## config.mk

```make
export PLATFORM = sky130hd
export DESIGN_NAME = evcnt_snap
export DESIGN_NICKNAME = d
export VERILOG_FILES = /design/src/rtl/evcnt_pkg.sv /design/src/rtl/evcnt_sync_edge.sv /design/src/rtl/evcnt_half.sv /design/src/rtl/evcnt_capfifo.sv /design/src/rtl/evcnt_snap.sv
export SDC_FILE = /design/constraint.sdc
export NUM_CORES = 1
export LEC_CHECK = 0
export ABC_AREA = 1
export ABC_CLOCK_PERIOD_IN_PS = 3040
export BUFFER_PORTS_ARGS = -buffer_cell sky130_fd_sc_hd__clkbuf_2
export CAP_MARGIN = 20
export CORE_ASPECT_RATIO = 1.1
export CORE_UTILIZATION = 30
export CTS_BUF_LIST = sky130_fd_sc_hd__clkbuf_4
export DETAILED_ROUTE_END_ITERATION = 10
export RECOVER_POWER = 100
export SLEW_MARGIN = 20
export SYNTH_ARGS = -nofsm -noshare
export SYNTH_HDL_FRONTEND = slang
export SYNTH_SLANG_ARGS = --single-unit
```

## constraint.sdc

```tcl
create_clock -name clk -period 3.04 [get_ports clk]
set_input_delay 0.152 -clock clk [delete_from_list [all_inputs] [get_ports clk]]
set_output_delay 0.152 -clock clk [all_outputs]
set_load 0.005 [all_outputs]
```

## src/rtl/evcnt_pkg.sv

```systemverilog
// Package: shared register address map for the event counter.
// Assumes: one register access per cycle on a simple read/write port.
package evcnt_pkg;
    typedef enum logic [2:0] {
        A_CNT_LO = 3'd0,   // live low byte, read triggers snapshot
        A_CAP_LO = 3'd1,   // snapshot head, low byte
        A_CAP_HI = 3'd2,   // snapshot head, high byte, read pops
        A_STAT   = 3'd3,   // bit0 not-empty, bit1 sticky overflow (W1C)
        A_CTRL   = 3'd4,   // bit0 edge invert
        A_PER_LO = 3'd5,   // period low byte
        A_PER_HI = 3'd6,   // period high byte
        A_CNT_HI = 3'd7    // live high byte, no side effect
    } reg_addr_e;
endpackage

```

## src/rtl/evcnt_sync_edge.sv

```systemverilog
// Module: synchronizes the pulse and direction pins, applies the edge-invert
// bit, and emits a one-cycle step pulse on each rising adjusted level.
// Assumes: pins are slow relative to clk; STAGES >= 2.
module evcnt_sync_edge #(
    parameter int STAGES = 2
) (
    input  logic clk,
    input  logic rst_n,
    input  logic pin,
    input  logic dir,
    input  logic invert,
    output logic step,
    output logic up
);
    logic [STAGES-1:0] pin_sh;
    logic [STAGES-1:0] dir_sh;
    logic              lvl;
    logic              prev_q;

    // Shift both pins through their synchronizer chains.
    always_ff @(posedge clk) begin
        if (!rst_n) begin
            pin_sh <= '0;
            dir_sh <= '0;
        end else begin
            pin_sh <= {pin_sh[STAGES-2:0], pin};
            dir_sh <= {dir_sh[STAGES-2:0], dir};
        end
    end

    assign lvl = pin_sh[STAGES-1] ^ invert;

    // Remember the adjusted level for edge detection.
    always_ff @(posedge clk) begin
        if (!rst_n) prev_q <= 1'b0;
        else        prev_q <= lvl;
    end

    assign step = lvl & ~prev_q;
    assign up   = dir_sh[STAGES-1];

    // A step pulse never lasts two cycles.
    p_pulse_single_r2: assert property (@(posedge clk) disable iff (!rst_n)
        step |=> !step);
endmodule

```

## src/rtl/evcnt_half.sv

```systemverilog
// Module: one W-bit slice of the chained counter. It steps when enabled by the
// slice below, loads a wrap value, and reports carry or borrow upward.
// Assumes: load is only asserted together with step.
module evcnt_half #(
    parameter int W = 8
) (
    input  logic         clk,
    input  logic         rst_n,
    input  logic         step,
    input  logic         up,
    input  logic         load,
    input  logic [W-1:0] load_val,
    input  logic         chain_in,
    output logic         chain_out,
    output logic [W-1:0] q
);
    // Update the slice on a step: wrap load, or move by one when enabled.
    always_ff @(posedge clk) begin
        if (!rst_n) begin
            q <= '0;
        end else if (step) begin
            if (load)          q <= load_val;
            else if (chain_in) q <= up ? q + 1'b1 : q - 1'b1;
        end
    end

    assign chain_out = chain_in & (up ? (&q) : ~(|q));
endmodule

```

## src/rtl/evcnt_capfifo.sv

```systemverilog
// Module: snapshot FIFO. It drops pushes when full and sets a sticky overflow
// flag. It returns the last popped entry when read while empty.
// Assumes: at most one of push or pop per cycle from the register port.
module evcnt_capfifo #(
    parameter int W     = 16,
    parameter int DEPTH = 4
) (
    input  logic         clk,
    input  logic         rst_n,
    input  logic         push,
    input  logic [W-1:0] din,
    input  logic         pop,
    input  logic         clr_ovf,
    output logic [W-1:0] head,
    output logic         not_empty,
    output logic         ovf
);
    localparam int PTR_W = (DEPTH > 1) ? $clog2(DEPTH) : 1;
    localparam int FIL_W = $clog2(DEPTH + 1);

    logic [W-1:0]     mem [DEPTH];
    logic [PTR_W-1:0] wr_ptr, rd_ptr;
    logic [FIL_W-1:0] fill;
    logic [W-1:0]     last_q;
    logic             full, push_ok, pop_ok;

    assign full      = (fill == FIL_W'(DEPTH));
    assign not_empty = (fill != '0);
    assign push_ok   = push & ~full;
    assign pop_ok    = pop & not_empty;
    assign head      = not_empty ? mem[rd_ptr] : last_q;

    // Write a snapshot into the slot at the write pointer.
    always_ff @(posedge clk) begin
        if (push_ok) mem[wr_ptr] <= din;
    end

    // Advance the pointers, track the fill level and keep the last popped entry.
    always_ff @(posedge clk) begin
        if (!rst_n) begin
            wr_ptr <= '0;
            rd_ptr <= '0;
            fill   <= '0;
            last_q <= '0;
        end else begin
            if (push_ok)
                wr_ptr <= (wr_ptr == PTR_W'(DEPTH - 1)) ? '0 : wr_ptr + 1'b1;
            if (pop_ok) begin
                rd_ptr <= (rd_ptr == PTR_W'(DEPTH - 1)) ? '0 : rd_ptr + 1'b1;
                last_q <= mem[rd_ptr];
            end
            if (push_ok && !pop_ok)      fill <= fill + 1'b1;
            else if (pop_ok && !push_ok) fill <= fill - 1'b1;
        end
    end

    // Sticky overflow: set by a dropped push, cleared only on request.
    always_ff @(posedge clk) begin
        if (!rst_n)                ovf <= 1'b0;
        else if (push && full)     ovf <= 1'b1;
        else if (clr_ovf)          ovf <= 1'b0;
    end

    // A push into a full FIFO leaves the fill level alone.
    p_drop_when_full_r8: assert property (@(posedge clk) disable iff (!rst_n)
        (push && full && !pop) |=> $stable(fill));
    // A dropped push raises the overflow flag.
    p_ovf_set_r8: assert property (@(posedge clk) disable iff (!rst_n)
        (push && full) |=> ovf);
    // Overflow stays set until cleared.
    p_ovf_sticky_r8: assert property (@(posedge clk) disable iff (!rst_n)
        (ovf && !clr_ovf) |=> ovf);
endmodule

```

## src/rtl/evcnt_snap.sv

```systemverilog
// Module: top of the up/down event counter with atomic snapshot capture.
// Chains NUM_HALVES slices into one count, wraps at the period register,
// and serves the register port.
// Assumes: register map of evcnt_pkg, two halves, HALF_W >= 2.
module evcnt_snap
    import evcnt_pkg::*;
#(
    parameter int HALF_W      = 8,
    parameter int FIFO_DEPTH  = 4,
    parameter int SYNC_STAGES = 2
) (
    input  logic              clk,
    input  logic              rst_n,
    input  logic              cnt_pin,
    input  logic              dir_pin,
    input  logic [2:0]        reg_addr,
    input  logic              reg_rd,
    input  logic              reg_wr,
    input  logic [HALF_W-1:0] reg_wdata,
    output logic [HALF_W-1:0] reg_rdata
);
    localparam int NUM_HALVES = 2;
    localparam int CNT_W      = HALF_W * NUM_HALVES;
    localparam logic [CNT_W-1:0] PER_RST = {CNT_W{1'b1}} - 1'b1;

    logic              step, up, at_wrap, inv_q;
    logic [CNT_W-1:0]  cnt, per_q, fifo_head;
    logic [HALF_W-1:0] half_q [NUM_HALVES];
    logic [NUM_HALVES:0] chain;
    logic              cap_push, cap_pop, clr_ovf, fifo_ne, fifo_ovf;
    reg_addr_e         addr;

    assign addr = reg_addr_e'(reg_addr);

    evcnt_sync_edge #(.STAGES(SYNC_STAGES)) u_edge (
        .clk(clk), .rst_n(rst_n), .pin(cnt_pin), .dir(dir_pin),
        .invert(inv_q), .step(step), .up(up)
    );

    assign at_wrap  = up ? (cnt == per_q) : (cnt == '0);
    assign chain[0] = 1'b1;

    // Chain the slices: each steps when every slice below it wraps.
    for (genvar gi = 0; gi < NUM_HALVES; gi++) begin : g_half
        evcnt_half #(.W(HALF_W)) u_half (
            .clk(clk), .rst_n(rst_n), .step(step), .up(up),
            .load(at_wrap),
            .load_val(up ? '0 : per_q[gi*HALF_W +: HALF_W]),
            .chain_in(chain[gi]), .chain_out(chain[gi+1]),
            .q(half_q[gi])
        );
    end

    // Gather the slice outputs into the full count.
    always_comb begin
        for (int i = 0; i < NUM_HALVES; i++) cnt[i*HALF_W +: HALF_W] = half_q[i];
    end

    // Control and period registers written from the port.
    always_ff @(posedge clk) begin
        if (!rst_n) begin
            inv_q <= 1'b0;
            per_q <= PER_RST;
        end else if (reg_wr) begin
            case (addr)
                A_CTRL:   inv_q <= reg_wdata[0];
                A_PER_LO: per_q[HALF_W-1:0] <= reg_wdata;
                A_PER_HI: per_q[CNT_W-1:HALF_W] <= reg_wdata;
                default: ;
            endcase
        end
    end

    assign cap_push = reg_rd && (addr == A_CNT_LO);
    assign cap_pop  = reg_rd && (addr == A_CAP_HI);
    assign clr_ovf  = reg_wr && (addr == A_STAT) && reg_wdata[1];

    evcnt_capfifo #(.W(CNT_W), .DEPTH(FIFO_DEPTH)) u_fifo (
        .clk(clk), .rst_n(rst_n), .push(cap_push), .din(cnt),
        .pop(cap_pop), .clr_ovf(clr_ovf), .head(fifo_head),
        .not_empty(fifo_ne), .ovf(fifo_ovf)
    );

    // Read data mux for the current address.
    always_comb begin
        case (addr)
            A_CNT_LO: reg_rdata = cnt[HALF_W-1:0];
            A_CNT_HI: reg_rdata = cnt[CNT_W-1:HALF_W];
            A_CAP_LO: reg_rdata = fifo_head[HALF_W-1:0];
            A_CAP_HI: reg_rdata = fifo_head[CNT_W-1:HALF_W];
            A_STAT:   reg_rdata = {{(HALF_W-2){1'b0}}, fifo_ovf, fifo_ne};
            A_CTRL:   reg_rdata = {{(HALF_W-1){1'b0}}, inv_q};
            A_PER_LO: reg_rdata = per_q[HALF_W-1:0];
            A_PER_HI: reg_rdata = per_q[CNT_W-1:HALF_W];
            default:  reg_rdata = '0;
        endcase
    end

    // Without a step pulse the count holds.
    p_hold_r2: assert property (@(posedge clk) disable iff (!rst_n)
        !step |=> $stable(cnt));
    // A snapshot into an empty FIFO equals the whole pre-edge count.
    p_capture_atomic_r5: assert property (@(posedge clk) disable iff (!rst_n)
        (cap_push && !fifo_ne) |=> (fifo_head == $past(cnt)));
    // Up-count wraps to zero at the period.
    p_wrap_up_r4: assert property (@(posedge clk) disable iff (!rst_n)
        (step && up && cnt == per_q) |=> (cnt == '0));
    // Down-count wraps from zero to the period.
    p_wrap_dn_r4: assert property (@(posedge clk) disable iff (!rst_n)
        (step && !up && cnt == '0) |=> (cnt == $past(per_q)));
endmodule

```

==> summary.md <==
| Metric | Value |
|---|---|
| HP Class | in2reg |
| # port buffers | 24 |
| Clock Latency Late Sink | 0.55 ns |
| Hold_buf cts | 14 |
| Slew headroom | 0.211 |
| Async set or reset register ratio after synthesis | 0 |
| Layout Skew | between 0.02 and 0.025 ns |
| Worst path cell trace | dlygate4sd3_1, clkbuf_1, nor3_2, clkbuf_1, nand3_1, nor2_1, clkbuf_1 |
| Die width | 142 um |
| Reg2reg setup slack | 0.37 ns |
| Slew Viols, Final | 0 |
| Top-count cell post-synth | nand2_1 |
| VDD IR max | 209 uV |
| R2r worst-path depth | 8 |
| Die area | between 20000 and 25000 um^2 |
| CP endpoint kind | flop |
| Sum Neg Setup Slack | 0 ns |
| Max Cap Viol | 0 |
| Initial DRC count | approximately 420 |
| Vias in the first global route | 5051 |
| CTS tree | yes |
| H-tree depth | 4 |
| Vert. Die Dim | 156 um |
| Worst slack at placement | slightly above 0.5 ns |
| Hold Vio Cnt, Final | 0 |
| Overflow after GRT | 0 |
| Synth Register Bits | 128 |
| Mapped Area | 6480 um^2 |
| Synth area leader | edfxtp_1 |
| Total Routing Usage GR | 0.162 |
| FMAX | ~370 MHz |
| Root buf cell | clkbuf_4 |
| Crit path largest cell delay | 0.88 ns |
| WL per Instance | between 15 and 20 um |
| Worst flop-to-flop path endpoint | g_half[1].u_half.q[4]$_SDFFE_PN0P_ |
| Hpwl dp | 11.8 mm |
| Status | finished, violations left |
| Area delta synth->final | 12.5% |
| First-pass GRT wire length | around 27 mm |
| Leak | 0.00317 uW |
| Antenna Violating Nets Remaining | 0 |
| Worst path slowest cell | clkbuf_1 |
| Post-CTS Setup Inserts | 0 |
| # rows | 56 |
| Reg2reg start | g_half[1].u_half.q[1]$_SDFFE_PN0P_ |
| Post-Synthesis Cells | 787 |
| Synth Area per Inst | about 8 um^2 |
| Share of the yosys chip area belonging to registers | 0.494 |
| Hold path depth | 4 |
| Crit path from | reg_addr[1] |
| Gp weighted congestion | 0.863 |
| Pre-antenna DRT Iters | 8 |
| Synth cell count leaders | 173 x nand2_1, 90 x inv_1, 74 x o21ai_0 |
| Tcrit/Tclk final | 0.884 |
| Post-CTS Resized | 0 |
| Setup WS post-layout | between 0.3 and 0.4 ns |
| Arr. time, crit path | 2.84 ns |
| Clock Sinks | 128 |
| Crit start category | input port |
| Nets | 862 |
| Final min period | 2.69 ns |
| Inserted Clock Buffers | 17 |
| Layout cells sized above 1 | 0.0777 |
| DR vias/cell | approximately 4.8 |
| Final WL | 17.1 mm |
| I/O Pins | 25 |
| Pwr dens | 531 nW/um^2 |
| RSZ-0062 raised after global routing | false |
| Worst setup path endpoint | u_fifo.mem[3][14]$_DFFE_PP_ |
| Top FF cell, synth | edfxtp_1 |
| Crit path required time | 3.19 ns |
| Post-Syn Nets | 825 |
| Post-detailed-route DRC marker count | 1 |
| Warnings, synthesis | 0 |
| Top cells by area, synth | edfxtp_1 30%, dfxtp_1 20%, nand2_1 10% |
| Antenna violations before repair | 1 |
| CTS Buffer Depth | 2 |
| Clock transition at the registers of the reported paths | 0.10 ns |
| DR vias | 5428 |
| Post-synth cell types | 35 |
| Failing checks | design-rule violations |
| Finish-stage setup viols | 0 |
| EDFF count, synth | 64 |
| Pin count of the biggest net entering global routing | 42 |
| Initial Util | 0.305 |
| Most frequent CP cell | clkbuf_1 |
| Core area | 21200 um^2 |
| Critical Path Fanout Max | 16 |
| Slew @ Worst Pin | 1.18 ns |
| Critical path class | in2reg |
| Synth top area share | 0.297 |
stage by stage:
stage               instances  instance area, um^2   util  hold WS, ns  total power, uW
floorplan                 787                 6480      -        0.250             2490
global placement         1081                 6910  0.325        0.342             2700
detailed placement       1081                 6910  0.325        0.341             2700
CTS                      1127                 7340  0.346       0.0118             3910
global route             1128                 7290  0.343       0.0622             4080
finish                   1128                 7290  0.343       0.0575             3870
sequential cells by signal (all words and copies together) (netlist names), 2 cells and up, named ones only:
| name | cells |
|---|---|
| u_fifo.rd_ptr | 2 |
| u_fifo.fill | 3 |
| u_fifo.mem | 64 |
| u_edge.pin_sh | 2 |
| u_edge.dir_sh | 2 |
| u_fifo.wr_ptr | 2 |
| g_half.u_half.q | 16 |
| per_q | 16 |
| u_fifo.last_q | 16 |
cell usage in the layout (no fill, tap or decap), types with 3 or more instances in the layout:
cell type      instances
a211oi_1               7
a21oi_1               69
buf_4                  6
bufinv_16              3
clkbuf_1              12
clkbuf_2              19
clkbuf_4              20
clkinv_2               5
dfxtp_1               64
dlygate4sd3_1         14
edfxtp_1              64
fa_1                   3
ha_1                  18
inv_1                 92
nand2_1              173
nand3_1               41
nand4_1               22
nor2_1                64
o211ai_1               8
o21ai_0               74
o22a_1                 7
o22ai_1               14
xnor2_1                6
xor2_1                 8
layer usage:
metal	wire, um	up-vias	track usage
li1	-	2743	-
met1	7780	2517	0.205
met2	8170	128	0.269
met3	760	40	0.0325
met4	406	0	0.0645
met5	0	-	0
cell families (layout without fill, tap and decap cells):
| group | Yosys count | after routing | synth area share |
|---|---|---|---|
| DFF | 128 | 128 | 0.494 |
| buffers and inverters | 128 | 178 | 0.0788 |
| adders and majority gates | 21 | 21 | 0.0440 |
| and+or+nand+nor | 309 | 309 | 0.203 |
| xor gates and xnor gates | 14 | 14 | 0.0189 |
| other | 0 | 1 | 0 |
| AOI/OAI and AO/OA | 187 | 187 | 0.161 |
power by group:
| part | internal, uW | switching [uW] | leakage [uW] | total (uW) |
|---|---|---|---|---|
| registers | 1860 | 70.2 | 0.00110 | 1930 |
| logic | 260 | 478 | 0.00192 | 738 |
| clock network | 575 | 628 | 0.000157 | 1200 |
| total | 2700 | 1180 | 0.00317 | 3870 |
worst max-delay path: cells and delay by family:
kind                   cells  cell delay [ns]
buffers and inverters      4             1.96
and+or+nand+nor            3             0.71
worst min path at each step:
stage | from | endpoint | slack (ns)
after global routing | reg_addr[0] | inv_q$_SDFFE_PN0P_ | 0.06
final | reg_addr[0] | inv_q$_SDFFE_PN0P_ | 0.06
after floorplan | dir_pin | u_edge.dir_sh[0]$_SDFF_PN0_ | 0.25
after detailed placement | cnt_pin | u_edge.pin_sh[0]$_SDFF_PN0_ | 0.34
after global placement | dir_pin | u_edge.dir_sh[0]$_SDFF_PN0_ | 0.34
after CTS | reg_addr[0] | inv_q$_SDFFE_PN0P_ | 0.01
layout make-up:
cell class,instances,area [um^2]
clock inverters,13,144
fillers,2243,13900
diodes,1,2.50
multi-input cells,531,2750
well taps,290,363
flip-flops and latches,128,3200
repair buffers,52,333
inverters,94,353
clock buffers,19,143
Power figures use the tool's default switching activity.
